<file path="src/rtl/acpiPmPkg.sv">
package acpiPmPkg;
  localparam logic [5:0] OFF_STS = 6'h00;
  localparam logic [5:0] OFF_EN  = 6'h02;
  localparam logic [5:0] OFF_CTL = 6'h04;
  localparam logic [5:0] OFF_TMR = 6'h08;

  localparam int BIT_TMR = 0;
  localparam int BIT_PWR = 8;
  localparam int BIT_RSM = 15;
  localparam int BIT_SLP = 13;
  localparam int SLP_LO  = 10;
  localparam logic [15:0] SCI_MASK = 16'h0521;

  localparam logic [7:0] APM_SCI_ON  = 8'hF1;
  localparam logic [7:0] APM_SCI_OFF = 8'hF0;

  typedef struct packed {
    logic stsClrWr;
    logic enWr;
    logic ctlWr;
    logic sleepResume;
    logic sciSet;
    logic sciClr;
    logic apmCmdWr;
    logic apmStsWr;
  } pmStrobes_t;
endpackage

</file>
<file path="src/rtl/acpiPmCtrl.sv">
module acpiPmCtrl
  import acpiPmPkg::*;
(
  input  logic        clk,
  input  logic        rstN,
  input  logic [5:0]  busAddr,
  input  logic        busWrite,
  input  logic [15:0] busWdata,
  input  logic        apmWrite,
  input  logic        apmSel,
  input  logic [7:0]  apmWdata,
  input  logic        smiEnable,
  output pmStrobes_t  strobes,
  output logic        smiReq,
  output logic        shutdownReq,
  output logic        resetReq
);
  logic [2:0] sleepType;
  logic       sleepGo;
  logic       sleepOff;

  assign sleepType = busWdata[SLP_LO +: 3];

  always_comb begin
    strobes          = '0;
    strobes.stsClrWr = busWrite && (busAddr == OFF_STS);
    strobes.enWr     = busWrite && (busAddr == OFF_EN);
    strobes.ctlWr    = busWrite && (busAddr == OFF_CTL);
    strobes.apmCmdWr = apmWrite && !apmSel;
    strobes.apmStsWr = apmWrite && apmSel;
    strobes.sciSet   = strobes.apmCmdWr && (apmWdata == APM_SCI_ON);
    strobes.sciClr   = strobes.apmCmdWr && (apmWdata == APM_SCI_OFF);
    sleepGo          = strobes.ctlWr && busWdata[BIT_SLP];
    sleepOff         = sleepGo && (sleepType == 3'd0);
    strobes.sleepResume = sleepGo && (sleepType == 3'd1);
  end

  always_ff @(posedge clk) begin
    if (!rstN) begin
      smiReq      <= 1'b0;
      shutdownReq <= 1'b0;
      resetReq    <= 1'b0;
    end else begin
      smiReq      <= strobes.apmCmdWr && smiEnable;
      shutdownReq <= sleepOff;
      resetReq    <= strobes.sleepResume;
    end
  end

  // a power-off pulse follows a control write carrying sleep type 0
  a_r8_off_cause: assert property (@(posedge clk) disable iff (!rstN)
    shutdownReq |-> $past(busWrite && busAddr == OFF_CTL && busWdata[13] && busWdata[12:10] == 3'd0));
  // a reset pulse follows a control write carrying sleep type 1
  a_r9_rst_cause: assert property (@(posedge clk) disable iff (!rstN)
    resetReq |-> $past(busWrite && busAddr == OFF_CTL && busWdata[13] && busWdata[12:10] == 3'd1));
  // an SMI pulse needs a command write while enabled
  a_r11_smi_cause: assert property (@(posedge clk) disable iff (!rstN)
    smiReq |-> $past(apmWrite && !apmSel && smiEnable));
  a_r11_smi_quiet: assert property (@(posedge clk) disable iff (!rstN)
    !smiEnable |=> !smiReq);
endmodule

</file>
<file path="src/rtl/acpiPmDatapath.sv">
module acpiPmDatapath
  import acpiPmPkg::*;
#(
  parameter int TMR_W = 24
) (
  input  logic        clk,
  input  logic        rstN,
  input  logic        tickEn,
  input  logic        pwrBtn,
  input  pmStrobes_t  strobes,
  input  logic [5:0]  busAddr,
  input  logic [15:0] busWdata,
  input  logic        apmSel,
  input  logic [7:0]  apmWdata,
  output logic [31:0] busRdata,
  output logic [7:0]  apmRdata,
  output logic        sci
);
  localparam int PAD_W = 32 - TMR_W;
  localparam int MSB   = TMR_W - 1;

  logic [TMR_W-1:0] tmr;
  logic [TMR_W-1:0] tmrInc;
  logic [15:0] sts, en, ctl;
  logic [15:0] stsSet, stsNext, ctlNext;
  logic [7:0]  apmCmd, apmSts;
  logic        tmrOvf;

  assign tmrInc = tmr + 1'b1;
  assign tmrOvf = tickEn && (tmrInc[MSB] != tmr[MSB]);

  always_comb begin
    stsSet = '0;
    stsSet[BIT_TMR] = tmrOvf;
    stsSet[BIT_PWR] = (pwrBtn && en[BIT_PWR]) || strobes.sleepResume;
    stsSet[BIT_RSM] = strobes.sleepResume;
    stsNext = (strobes.stsClrWr ? (sts & ~busWdata) : sts) | stsSet;

    ctlNext = ctl;
    if (strobes.ctlWr) begin
      ctlNext = busWdata;
      ctlNext[BIT_SLP] = 1'b0;
    end
    if (strobes.sciSet) ctlNext[0] = 1'b1;
    if (strobes.sciClr) ctlNext[0] = 1'b0;
  end

  always_ff @(posedge clk) begin
    if (!rstN) begin
      tmr    <= '0;
      sts    <= '0;
      en     <= '0;
      ctl    <= '0;
      apmCmd <= '0;
      apmSts <= '0;
    end else begin
      if (tickEn) tmr <= tmrInc;
      sts <= stsNext;
      ctl <= ctlNext;
      if (strobes.enWr)     en     <= busWdata;
      if (strobes.apmCmdWr) apmCmd <= apmWdata;
      if (strobes.apmStsWr) apmSts <= apmWdata;
    end
  end

  always_comb begin
    case (busAddr)
      OFF_STS: busRdata = {16'h0, sts};
      OFF_EN:  busRdata = {16'h0, en};
      OFF_CTL: busRdata = {16'h0, ctl};
      OFF_TMR: busRdata = {{PAD_W{1'b0}}, tmr};
      default: busRdata = '0;
    endcase
  end

  assign apmRdata = apmSel ? apmSts : apmCmd;
  assign sci      = |(sts & en & SCI_MASK);

  // timer holds without a tick and steps by one with one
  a_r2_hold: assert property (@(posedge clk) disable iff (!rstN)
    !tickEn |=> $stable(tmr));
  a_r2_step: assert property (@(posedge clk) disable iff (!rstN)
    tickEn |=> tmr == TMR_W'($past(tmr) + 1'b1));
  // a tick out of a value with all low bits set raises the overflow flag
  a_r3_flag: assert property (@(posedge clk) disable iff (!rstN)
    (tickEn && (&tmr[MSB-1:0])) |=> sts[BIT_TMR]);
  // a button event cannot set its status bit while disabled
  a_r12_gate: assert property (@(posedge clk) disable iff (!rstN)
    (pwrBtn && !en[BIT_PWR] && !strobes.sleepResume && !sts[BIT_PWR]) |=> !sts[BIT_PWR]);
  // magic command values drive the SCI-enable bit
  a_r10_on: assert property (@(posedge clk) disable iff (!rstN)
    strobes.sciSet |=> ctl[0]);
  a_r10_off: assert property (@(posedge clk) disable iff (!rstN)
    strobes.sciClr |=> !ctl[0]);
endmodule

</file>
<file path="src/rtl/acpiPmUnit.sv">
module acpiPmUnit
  import acpiPmPkg::*;
#(
  parameter int TMR_W = 24
) (
  input  logic        clk,
  input  logic        rstN,
  input  logic        tickEn,
  input  logic [5:0]  busAddr,
  input  logic        busWrite,
  input  logic [15:0] busWdata,
  output logic [31:0] busRdata,
  input  logic        apmWrite,
  input  logic        apmSel,
  input  logic [7:0]  apmWdata,
  output logic [7:0]  apmRdata,
  input  logic        smiEnable,
  input  logic        pwrBtn,
  output logic        sci,
  output logic        smiReq,
  output logic        shutdownReq,
  output logic        resetReq
);
  pmStrobes_t strobes;

  acpiPmCtrl uCtrl (
    .clk(clk), .rstN(rstN), .busAddr(busAddr), .busWrite(busWrite),
    .busWdata(busWdata), .apmWrite(apmWrite), .apmSel(apmSel),
    .apmWdata(apmWdata), .smiEnable(smiEnable), .strobes(strobes),
    .smiReq(smiReq), .shutdownReq(shutdownReq), .resetReq(resetReq)
  );

  acpiPmDatapath #(.TMR_W(TMR_W)) uData (
    .clk(clk), .rstN(rstN), .tickEn(tickEn), .pwrBtn(pwrBtn),
    .strobes(strobes), .busAddr(busAddr), .busWdata(busWdata),
    .apmSel(apmSel), .apmWdata(apmWdata), .busRdata(busRdata),
    .apmRdata(apmRdata), .sci(sci)
  );
endmodule

</file>
<file path="config.mk">
export PLATFORM = sky130hd
export DESIGN_NAME = acpiPmUnit
export DESIGN_NICKNAME = d
export VERILOG_FILES = /design/src/rtl/acpiPmPkg.sv /design/src/rtl/acpiPmCtrl.sv /design/src/rtl/acpiPmDatapath.sv /design/src/rtl/acpiPmUnit.sv
export SDC_FILE = /design/constraint.sdc
export NUM_CORES = 1
export LEC_CHECK = 0
export ABC_CLOCK_PERIOD_IN_PS = 2050
export BUFFER_PORTS_ARGS = -buffer_cell sky130_fd_sc_hd__clkbuf_2
export CORE_MARGIN = 8
export CORE_UTILIZATION = 39
export DETAILED_ROUTE_END_ITERATION = 10
export PLACE_DENSITY = 0.69
export SLEW_MARGIN = 20
export SYNTH_ARGS = -nofsm -noshare
export SYNTH_HDL_FRONTEND = slang
export SYNTH_SLANG_ARGS = --single-unit
</file>
<file path="constraint.sdc">
create_clock -name clk -period 2.05 [get_ports clk]
set_input_delay 0.41 -clock clk [delete_from_list [all_inputs] [get_ports clk]]
set_output_delay 0.41 -clock clk [all_outputs]
set_load 0.03 [all_outputs]
</file>
==> impl_metrics.tcl, run 1 <==
set metrics [dict create \
    status "finished with violations" \
    violations "negative setup slack" \
    netlist_area_um2 4046 \
    hold_viol_final 0 \
    ys_warn_count 0 \
    synth-edff-count 0 \
    synthFlopType "dfxtp_1" \
    max_freq_mhz 427.5 \
    synthCells 478 \
    gp_congestion 0.8359 \
    ys_types 42 \
    rows 37 \
    worstPathMaxFanout 12 \
    track_usage 0.1661 \
    reg2reg_depth 4 \
    grt_pass1_wl_um 18860 \
    hpwlAfterDp_um 8155 \
    cts_root_buf "clkbuf_8" \
    ys_seq_area_frac 0.4453 \
    dp_cells 689 \
    clock_sinks 90 \
    worstSetupStartpointType "input pin" \
    drt-pass1-iter-count 5 \
    num_vias 3807 \
    max-vdd-ir-drop_mv 0.3728 \
    yosysTopAreaCellShare 0.4453 \
    yosysTopAreaCell "dfxtp_1" \
    p_leak_nw 2.080 \
    ant_nets 0 \
    final_common_cell "dfxtp_1" \
    rsz0062_at_grt "yes" \
    drive_above_1_share 0.2960 \
    ys_async_sr_fraction 0 \
    final_cells 707 \
    r2r_end "uData.tmr[16]$_SDFFE_PN0P_" \
    startpoint "busAddr[0]" \
    finalSetupViolations 24 \
    endpoint_kind "output port" \
    overflow 0 \
    h-tree-depth 3 \
    first_global_vias 3858 \
    post-route-drc-count 0 \
    portBuffers 73 \
    die_h_um 117.9 \
    initial_core_util 0.3973 \
    cts_buffers 9 \
    path_class "input pin to output port" \
    antenna_found_initial 0 \
    cts_buffer_depth 2 \
    crit_end "busRdata[0]" \
    slew_viol_final 0 \
    synth_top_cells_by_area "dfxtp_1, nand2_1, a21oi_1, a22oi_1, mux2i_1" \
    clock_latency_ns 0.36 \
    area.growth.synth_to_final_pct 29.00 \
    max-cap-violations 0 \
    die_w_um 117.9 \
    r2r_start "uData.tmr[7]$_SDFFE_PN0P_" \
    core_um2 10180 \
    nNetsFinal 605 \
    fin_crit_ns 2.339 \
    reg2reg_slack_ns 0.13 \
    cp.arrival_ns 1.93 \
    wirelength_um 11730 \
    ioPinCount 82 \
    die_area_um2 13890 \
    layout_worst_path_cycle_share 1.141 \
    power_density_nw_per_um2 622.0 \
    place_ws_ns -0.3341 \
    avgSynthCellArea_um2 8.465 \
    num_antenna_cells 0 \
    first_iter_violations 166 \
    crit_required_ns 1.64 \
    finalWorstSetupSlack_ns -0.2894 \
    ys_ff_latch 90 \
    post_drt_wl_per_cell_um 16.59 \
    final_cell_mix "dfxtp_1, nand2_1, a21oi_1" \
    via_per_inst 5.385 \
    clk_pin_slew_ns 0.11 \
    grt_max_degree 51 \
    hold_class "input pin to register" \
    clock_skew_ns 0.004653 \
    cts_tree "done" \
]
worst min-delay path by stage:
stage	start	to	slack, ns	cells after the start
2_1_floorplan	uData.sts[13]$_SDFFE_PN0N_	uData.sts[13]$_SDFFE_PN0N_	0.41	2
3_5_place_dp	uData.sts[12]$_SDFFE_PN0N_	uData.sts[12]$_SDFFE_PN0N_	0.42	2
3_3_place_gp	uData.sts[3]$_SDFFE_PN0N_	uData.sts[3]$_SDFFE_PN0N_	0.42	2
4_1_cts	busWdata[7]	uData.sts[7]$_SDFFE_PN0N_	0.23	2
5_1_grt	busWdata[7]	uData.sts[7]$_SDFFE_PN0N_	0.22	2
6_report	busWdata[6]	uData.sts[6]$_SDFFE_PN0N_	0.24	2
state kept, by name, summed over array words and instances (netlist names):
| signal | cells |
|---|---|
| uCtrl.resetReq | 1 |
| uCtrl.shutdownReq | 1 |
| uCtrl.smiReq | 1 |
| uData.apmCmd | 8 |
| uData.apmSts | 8 |
| uData.ctl | 15 |
| uData.en | 16 |
| uData.sts | 16 |
| uData.tmr | 24 |
layout make-up:
class                           count  area [um2]
Fill cell                         966        4965
Multi-Input combinational cell    352        2143
Sequential cell                    90        1802
Timing Repair Buffer              108       894.6
Tap cell                          136       170.2
Clock buffer                        9       123.9
Clock inverter                      7       67.56
Inverter                            5       18.77
kinds of logic (layout without fill, tap and decap cells):
group / Yosys count / in the layout / synth area share
flip-flops: 90 / 90 / 0.4453
other: 1 / 8 / 0.0009268
XOR/XNOR: 12 / 12 / 0.02597
AND/OR/NAND/NOR: 204 / 204 / 0.2517
multiplexers: 30 / 30 / 0.07669
buffers and inverters: 43 / 129 / 0.05287
adder cells (fa/ha/maj): 1 / 1 / 0.003092
AO/OA/AOI/OAI: 97 / 97 / 0.1435
routing by layer:
layer / track usage / routed length (um) / vias up / share of wire
met1: 0.2023 / 5137 / 1832 / 0.44
met4: 0.07766 / 185 / 0 / 0.016
met5: 0 / 0 / - / 0
met3: 0.03165 / 603 / 12 / 0.051
li1: - / - / 1844 / -
met2: 0.2769 / 5800 / 119 / 0.49
power breakdown:
part | internal [mW] | switching, mW
registers | 1.77 | 0.0123
logic | 0.0952 | 0.176
clock network | 0.479 | 0.715
what timing repair did:
item                                    CTS  global route
pin swaps                                 2             5
endpoints found under the hold margin     0             0
hold buffers                              0             0
resized for setup                        39            30
gates cloned                              1             0
setup buffers                             2             1
endpoints found under the setup margin   24            25
per-stage QoR:
stage               utilization  TNS [ns]  power [mW]  cell area [um2]  hold WS, ns
finish                   0.5125    -5.782       3.247             5220       0.2383
CTS                      0.5098    -6.639       3.271             5192       0.2269
global placement         0.4724    -6.771       2.079             4811       0.4192
floorplan                     -    -2.920       1.977             4163       0.4115
global route             0.5125    -6.837       3.372             5220       0.2227
detailed placement       0.4724    -8.020       2.088             4811       0.4232
Yosys cell counts, types with 2 or more instances:
cell type	number
dfxtp_1	90
nand2_1	82
a21oi_1	52
nor2_1	34
a22oi_1	32
nand3_1	27
mux2i_1	22
clkbuf_1	19
nand4_1	12
o21ai_0	9
and2_1	8
buf_4	8
mux2_2	8
or3_1	8
buf_2	6
xnor2_1	6
xor2_1	6
and3_1	5
nor3_1	5
inv_1	4
nand2b_1	4
and4_1	3
buf_1	3
or4_1	3
a31o_2	2
buf_6	2
nor3b_2	2
nor4_1	2
critical path, stage by stage:
cell and delay, ns:
buf_6 0.09, or4_4 0.59, nor3b_4 0.26, buf_6 0.21, a22oi_1 0.11, nand2_2 0.12
buf_8 0.13
(Power assumes the default switching activity.)
==> run 2: changes to the inputs <==
--- a/config.mk
+++ b/config.mk
@@ -7,10 +7,9 @@
 export LEC_CHECK = 0
 export ABC_CLOCK_PERIOD_IN_PS = 2050
 export BUFFER_PORTS_ARGS = -buffer_cell sky130_fd_sc_hd__clkbuf_2
-export CORE_MARGIN = 8
 export CORE_UTILIZATION = 39
 export DETAILED_ROUTE_END_ITERATION = 10
-export PLACE_DENSITY = 0.69
+export PLACE_DENSITY_LB_ADDON = 0.12
 export SLEW_MARGIN = 20
 export SYNTH_ARGS = -nofsm -noshare
 export SYNTH_HDL_FRONTEND = slang
==> run 2 against run 1 <==
- the run still ends with negative setup slack left
- first-iteration DRC count grew 14%
- non-clock buffer count down 1
- global-route usage rose by 5.1 points
- fmax fell by 0.80%
- utilization rose by 2.4 points
- clock skew rose by 0.0081 ns
- wire length increased by 0.26%
- clock power about the same
- final cell count down 0.57%
- largest power group unchanged
==> impl_metrics.tcl, run 2 (synthesis gave the netlist of run 1 again) <==
set metrics [dict create \
    drt-pass1-iter-count 4 \
    cts_root_buf "clkbuf_8" \
    die_area_um2 10790 \
    critPathBufInv 4 \
    h-tree-depth 3 \
    wl_met2_um 5637 \
    r2r_end "uData.tmr[23]$_SDFFE_PN0P_" \
    core_um2 9910 \
    reg2reg_slack_ns 0.12 \
    first_global_vias 3609 \
    post-route-drc-count 0 \
    cts_tree "done" \
    r2r_start "uData.tmr[3]$_SDFFE_PN0P_" \
    gp_congestion 0.8497 \
    portBuffers 73 \
    max-vdd-ir-drop_mv 0.3293 \
    nNetsFinal 604 \
    rsz0062_at_grt "yes" \
    ant_nets 0 \
    post_drt_wl_per_cell_um 16.72 \
    cp_num_cells 8 \
    status "finished with violations" \
    hold_class "input pin to register" \
    startpoint "busAddr[0]" \
    first_iter_violations 190 \
    top_layer "met4" \
    largest_reg_flops 24 \
    rows 36 \
    num_vias 3788 \
    crit_end "busRdata[10]" \
    finalSetupViolations 24 \
    crit_required_ns 1.64 \
    crit_slowest_cell "or4_4" \
    power_density_nw_per_um2 617.2 \
    final_cell_mix "dfxtp_1, nand2_1, a21oi_1" \
    die_w_um 103.9 \
    worstSetupStartpointType "input pin" \
    violations "negative setup slack" \
    max_freq_mhz 424.0 \
    clock_skew_ns 0.01276 \
    grt_max_degree 50 \
    worstPathMaxFanout 6 \
    path_class "input pin to output port" \
    grt_pass1_wl_um 18740 \
    via_per_inst 5.388 \
    clk_pin_slew_ns 0.08 \
    met1_length_um 5553 \
    endpoint_kind "output port" \
    post-route-util 0.5361 \
    antenna_found_initial 0 \
    hold_viol_final 0 \
    reg2reg_depth 4 \
    max-cap-violations 0 \
    hpwlAfterDp_um 7869 \
    ioPinCount 82 \
    clock_latency_ns 0.35 \
    wirelength_um 11760 \
    largest_registers "uData.tmr (24), uData.en (16), uData.sts (16)" \
    cts_buffers 9 \
    slew_viol_final 0 \
    place_area_um2 4737 \
    cp.arrival_ns 1.95 \
    p_leak_nw 2.087 \
    design_area_um2 5313 \
    top_register "uData.tmr" \
    path_cells "buf_6 -> or4_4 -> nor3b_4 -> buf_6 -> buf_8 -> a22oi_1 -> nand2_2 -> buf_8" \
    num_antenna_cells 0 \
    met3_length_um 507 \
    path_delay_family "simple AND/OR/NAND/NOR gates" \
    final_common_cell "dfxtp_1" \
    initial_core_util 0.4083 \
    drive_above_1_share 0.3088 \
    fin_crit_ns 2.358 \
    layout_worst_path_cycle_share 1.150 \
    finalWorstSetupSlack_ns -0.3083 \
    max_stage_delay_ns 0.57 \
    area.growth.synth_to_final_pct 31.29 \
    clock_sinks 90 \
    die_h_um 103.9 \
    track_usage 0.2169 \
    cts_buffer_depth 2 \
    overflow 0 \
    hold_buffers 0 \
]
[run 2: metal layers]
layer | up-vias | GRT usage
met1 | 1840 | 0.3065
met4 | 0 | 0.06020
met3 | 6 | 0.03885
met2 | 99 | 0.3381
li1 | 1843 | -
met5 | - | 0
[run 2: layout make-up]
type	instances	area (um2)
clock buffers	10	127.6
clock inverters	6	67.56
fillers	951	4597
inverters	5	18.77
multi-input cells	352	2187
flip-flops and latches	90	1803
well taps	133	166.4
repair buffers	107	942.2
[run 2: worst reg2reg max path: cells and delay by family (launching register included)]
family           cells  cell delay [ns]
AO/OA/AOI/OAI        1             0.15
flip-flops           1             0.52
AND/OR/NAND/NOR      3             1.21
[run 2: per-stage QoR]
step                worst slack (ns)  setup TNS, ns  std cells  hold WS, ns  power [mW]
floorplan                    -0.1608         -2.920        485       0.4115       1.977
global placement             -0.2886         -6.832        680       0.4207       2.084
detailed placement           -0.3063         -7.322        680       0.4273       2.086
CTS                          -0.2926         -6.546        700       0.2420       3.300
global route                 -0.3339         -7.534        703       0.2388       3.426
finish                       -0.3083         -6.661        703       0.2600       3.279
[run 2: report_power, final]
| part | switching (mW) | internal [mW] |
|---|---|---|
| combinational | 0.176 | 0.0978 |
| sequential | 0.0151 | 1.77 |
| clock | 0.655 | 0.567 |
| total | 0.846 | 2.43 |
[run 2: worst min path at each step]
stage / from / endpoint / slack, ns / cells past startpoint
2_1_floorplan: uData.sts[13]$_SDFFE_PN0N_ / uData.sts[13]$_SDFFE_PN0N_ / 0.41 / 2
3_3_place_gp: uData.sts[6]$_SDFFE_PN0N_ / uData.sts[6]$_SDFFE_PN0N_ / 0.42 / 2
3_5_place_dp: uData.sts[11]$_SDFFE_PN0N_ / uData.sts[11]$_SDFFE_PN0N_ / 0.43 / 2
4_1_cts: busWdata[6] / uData.sts[6]$_SDFFE_PN0N_ / 0.24 / 2
5_1_grt: busWdata[13] / uData.sts[13]$_SDFFE_PN0N_ / 0.24 / 2
6_report: busWdata[3] / uData.sts[3]$_SDFFE_PN0N_ / 0.26 / 2
[run 2: repair_timing]
action                                 CTS  global route
setup buffers                            3             3
setup endpoints to repair               24            28
gates resized for setup                 52            46
cloned                                   1             2
pin swaps                                2            12
endpoints found under the hold margin    0             0
==> run 3: changes to the inputs <==
--- a/config.mk
+++ b/config.mk
@@ -9,7 +9,7 @@
 export BUFFER_PORTS_ARGS = -buffer_cell sky130_fd_sc_hd__clkbuf_2
 export CORE_UTILIZATION = 39
 export DETAILED_ROUTE_END_ITERATION = 10
-export PLACE_DENSITY_LB_ADDON = 0.12
+export PLACE_DENSITY = 0.68
 export SLEW_MARGIN = 20
 export SYNTH_ARGS = -nofsm -noshare
 export SYNTH_HDL_FRONTEND = slang
==> run 3 against run 2 <==
- the run still ends with negative setup slack left
- final cell count is 0.85% higher
- wire length shrank 1.5%
- combinational power about the same
- utilization up 0.87 points
- count of clock-buffer cells in the layout shrank 1
- clock power fell by 9%
- sequential share of layout area fell by 0.57 points
- critical path type unchanged
- largest power group unchanged
- highest routed layer unchanged
==> impl_metrics.tcl, run 3 (synthesis gave the netlist of run 1 again) <==
set metrics [dict create \
    hold_viol_final 0 \
    via_per_inst 5.423 \
    clock_sinks 90 \
    worstPathMaxFanout 6 \
    initial_core_util 0.4083 \
    violations "negative setup slack" \
    num_antenna_cells 0 \
    power.total_mw 3.174 \
    crit_required_ns 1.64 \
    max_freq_mhz 431.1 \
    crit_top_cell "buf_12" \
    h-tree-depth 3 \
    fin_hold_ws_ns 0.2469 \
    die_h_um 103.9 \
    n_fill_cell 901 \
    first_global_vias 3672 \
    track_usage 0.2187 \
    fin_crit_ns 2.320 \
    reg2reg_slack_ns 0.07 \
    wirelength_um 11580 \
    max-cap-violations 0 \
    place_area_um2 4795 \
    finalSetupViolations 24 \
    path_class "input pin to output port" \
    finalWorstSetupSlack_ns -0.2695 \
    cts_tree "done" \
    final_cell_mix "dfxtp_1, nand2_1, a21oi_1" \
    portBuffers 73 \
    area.growth.synth_to_final_pct 33.43 \
    cts_buffers 9 \
    cp.arrival_ns 1.91 \
    p_leak_nw 2.128 \
    grt_pass1_wl_um 18860 \
    largest_reg_flops 24 \
    crit_slowest_cell "or4_4" \
    hold_buffers 0 \
    drive_above_1_share 0.3229 \
    slew_viol_final 0 \
    grt_max_degree 40 \
    core_um2 9910 \
    antenna_found_initial 0 \
    num_vias 3845 \
    path_cells "buf_6 -> or4_4 -> nor3b_4 -> buf_12 -> buf_12 -> a22oi_2 -> nand2_2 -> buf_8" \
    first_iter_violations 165 \
    layout_worst_path_cycle_share 1.131 \
    critPathBufInv 4 \
    final_common_cell "dfxtp_1" \
    ioPinCount 82 \
    ant_nets 0 \
    hold_class "input pin to register" \
    post-route-drc-count 0 \
    power_density_nw_per_um2 587.8 \
    endpoint_kind "output port" \
    die_w_um 103.9 \
    hpwlAfterDp_um 7989 \
    rows 36 \
    nNetsFinal 610 \
    cts_buffer_depth 2 \
    top_register "uData.tmr" \
    largest_registers "uData.tmr (24), uData.en (16), uData.sts (16)" \
    max_stage_delay_ns 0.59 \
    status "finished with violations" \
    overflow 0 \
    design_area_um2 5399 \
    clock_skew_ns 0.005928 \
    max-vdd-ir-drop_mv 0.3430 \
    rsz0062_at_grt "yes" \
    clock_latency_ns 0.35 \
    clk_pin_slew_ns 0.10 \
    post_drt_wl_per_cell_um 16.33 \
    path_delay_family "simple AND/OR/NAND/NOR gates" \
    die_area_um2 10790 \
    gp_congestion 0.8393 \
    post-route-util 0.5448 \
    cts_root_buf "clkbuf_8" \
    worstSetupStartpointType "input pin" \
    drt-pass1-iter-count 5 \
]
-- run 3: layout make-up --
type / count / area, um2 / share of cell area
repair buffers: 113 / 1023 / 0.1896
flip-flops and latches: 90 / 1802 / 0.3337
clock inverters: 7 / 52.55 / 0.009733
clock buffers: 9 / 123.9 / 0.02294
inverters: 5 / 18.77 / 0.003476
well taps: 133 / 166.4 / 0.03082
multi-input cells: 352 / 2212 / 0.4097
-- run 3: metal layers --
metal,up-vias,track usage,share of wire
li1,1852,-,-
met1,1856,0.2768,0.43
met2,117,0.3676,0.50
met3,20,0.03446,0.046
met4,0,0.09592,0.023
met5,-,0,0
-- run 3: timing repair --
item,CTS,global route
buffers inserted,2,3
cloned,2,0
pin swaps,19,5
hold endpoints to repair,0,0
gates resized for setup,73,32
endpoints found under the setup margin,24,27
-- run 3: metrics by stage --
stage,std cells,TNS [ns],setup slack (ns)
after floorplan,485,-2.920,-0.1608
after global placement,686,-7.488,-0.2978
after detailed placement,686,-8.324,-0.3289
after CTS,706,-6.411,-0.2806
after global routing,709,-6.715,-0.3123
final,709,-5.792,-0.2695
-- run 3: power by group --
part / internal [mW] / switching (mW)
Combinational: 0.100 / 0.176
Sequential: 1.77 / 0.0143
Clock: 0.449 / 0.665
-- run 3: final timing paths --
kind | startpoint | end | depth (start not counted)
hold / removal | busWdata[3] | uData.sts[3]$_SDFFE_PN0N_ | 2
setup reg to reg | uData.tmr[7]$_SDFFE_PN0P_ | uData.tmr[19]$_SDFFE_PN0P_ | 4
setup / recovery | busAddr[4] | busRdata[1] | 8
hold reg to reg | uData.sts[11]$_SDFFE_PN0N_ | uData.sts[11]$_SDFFE_PN0N_ | 2
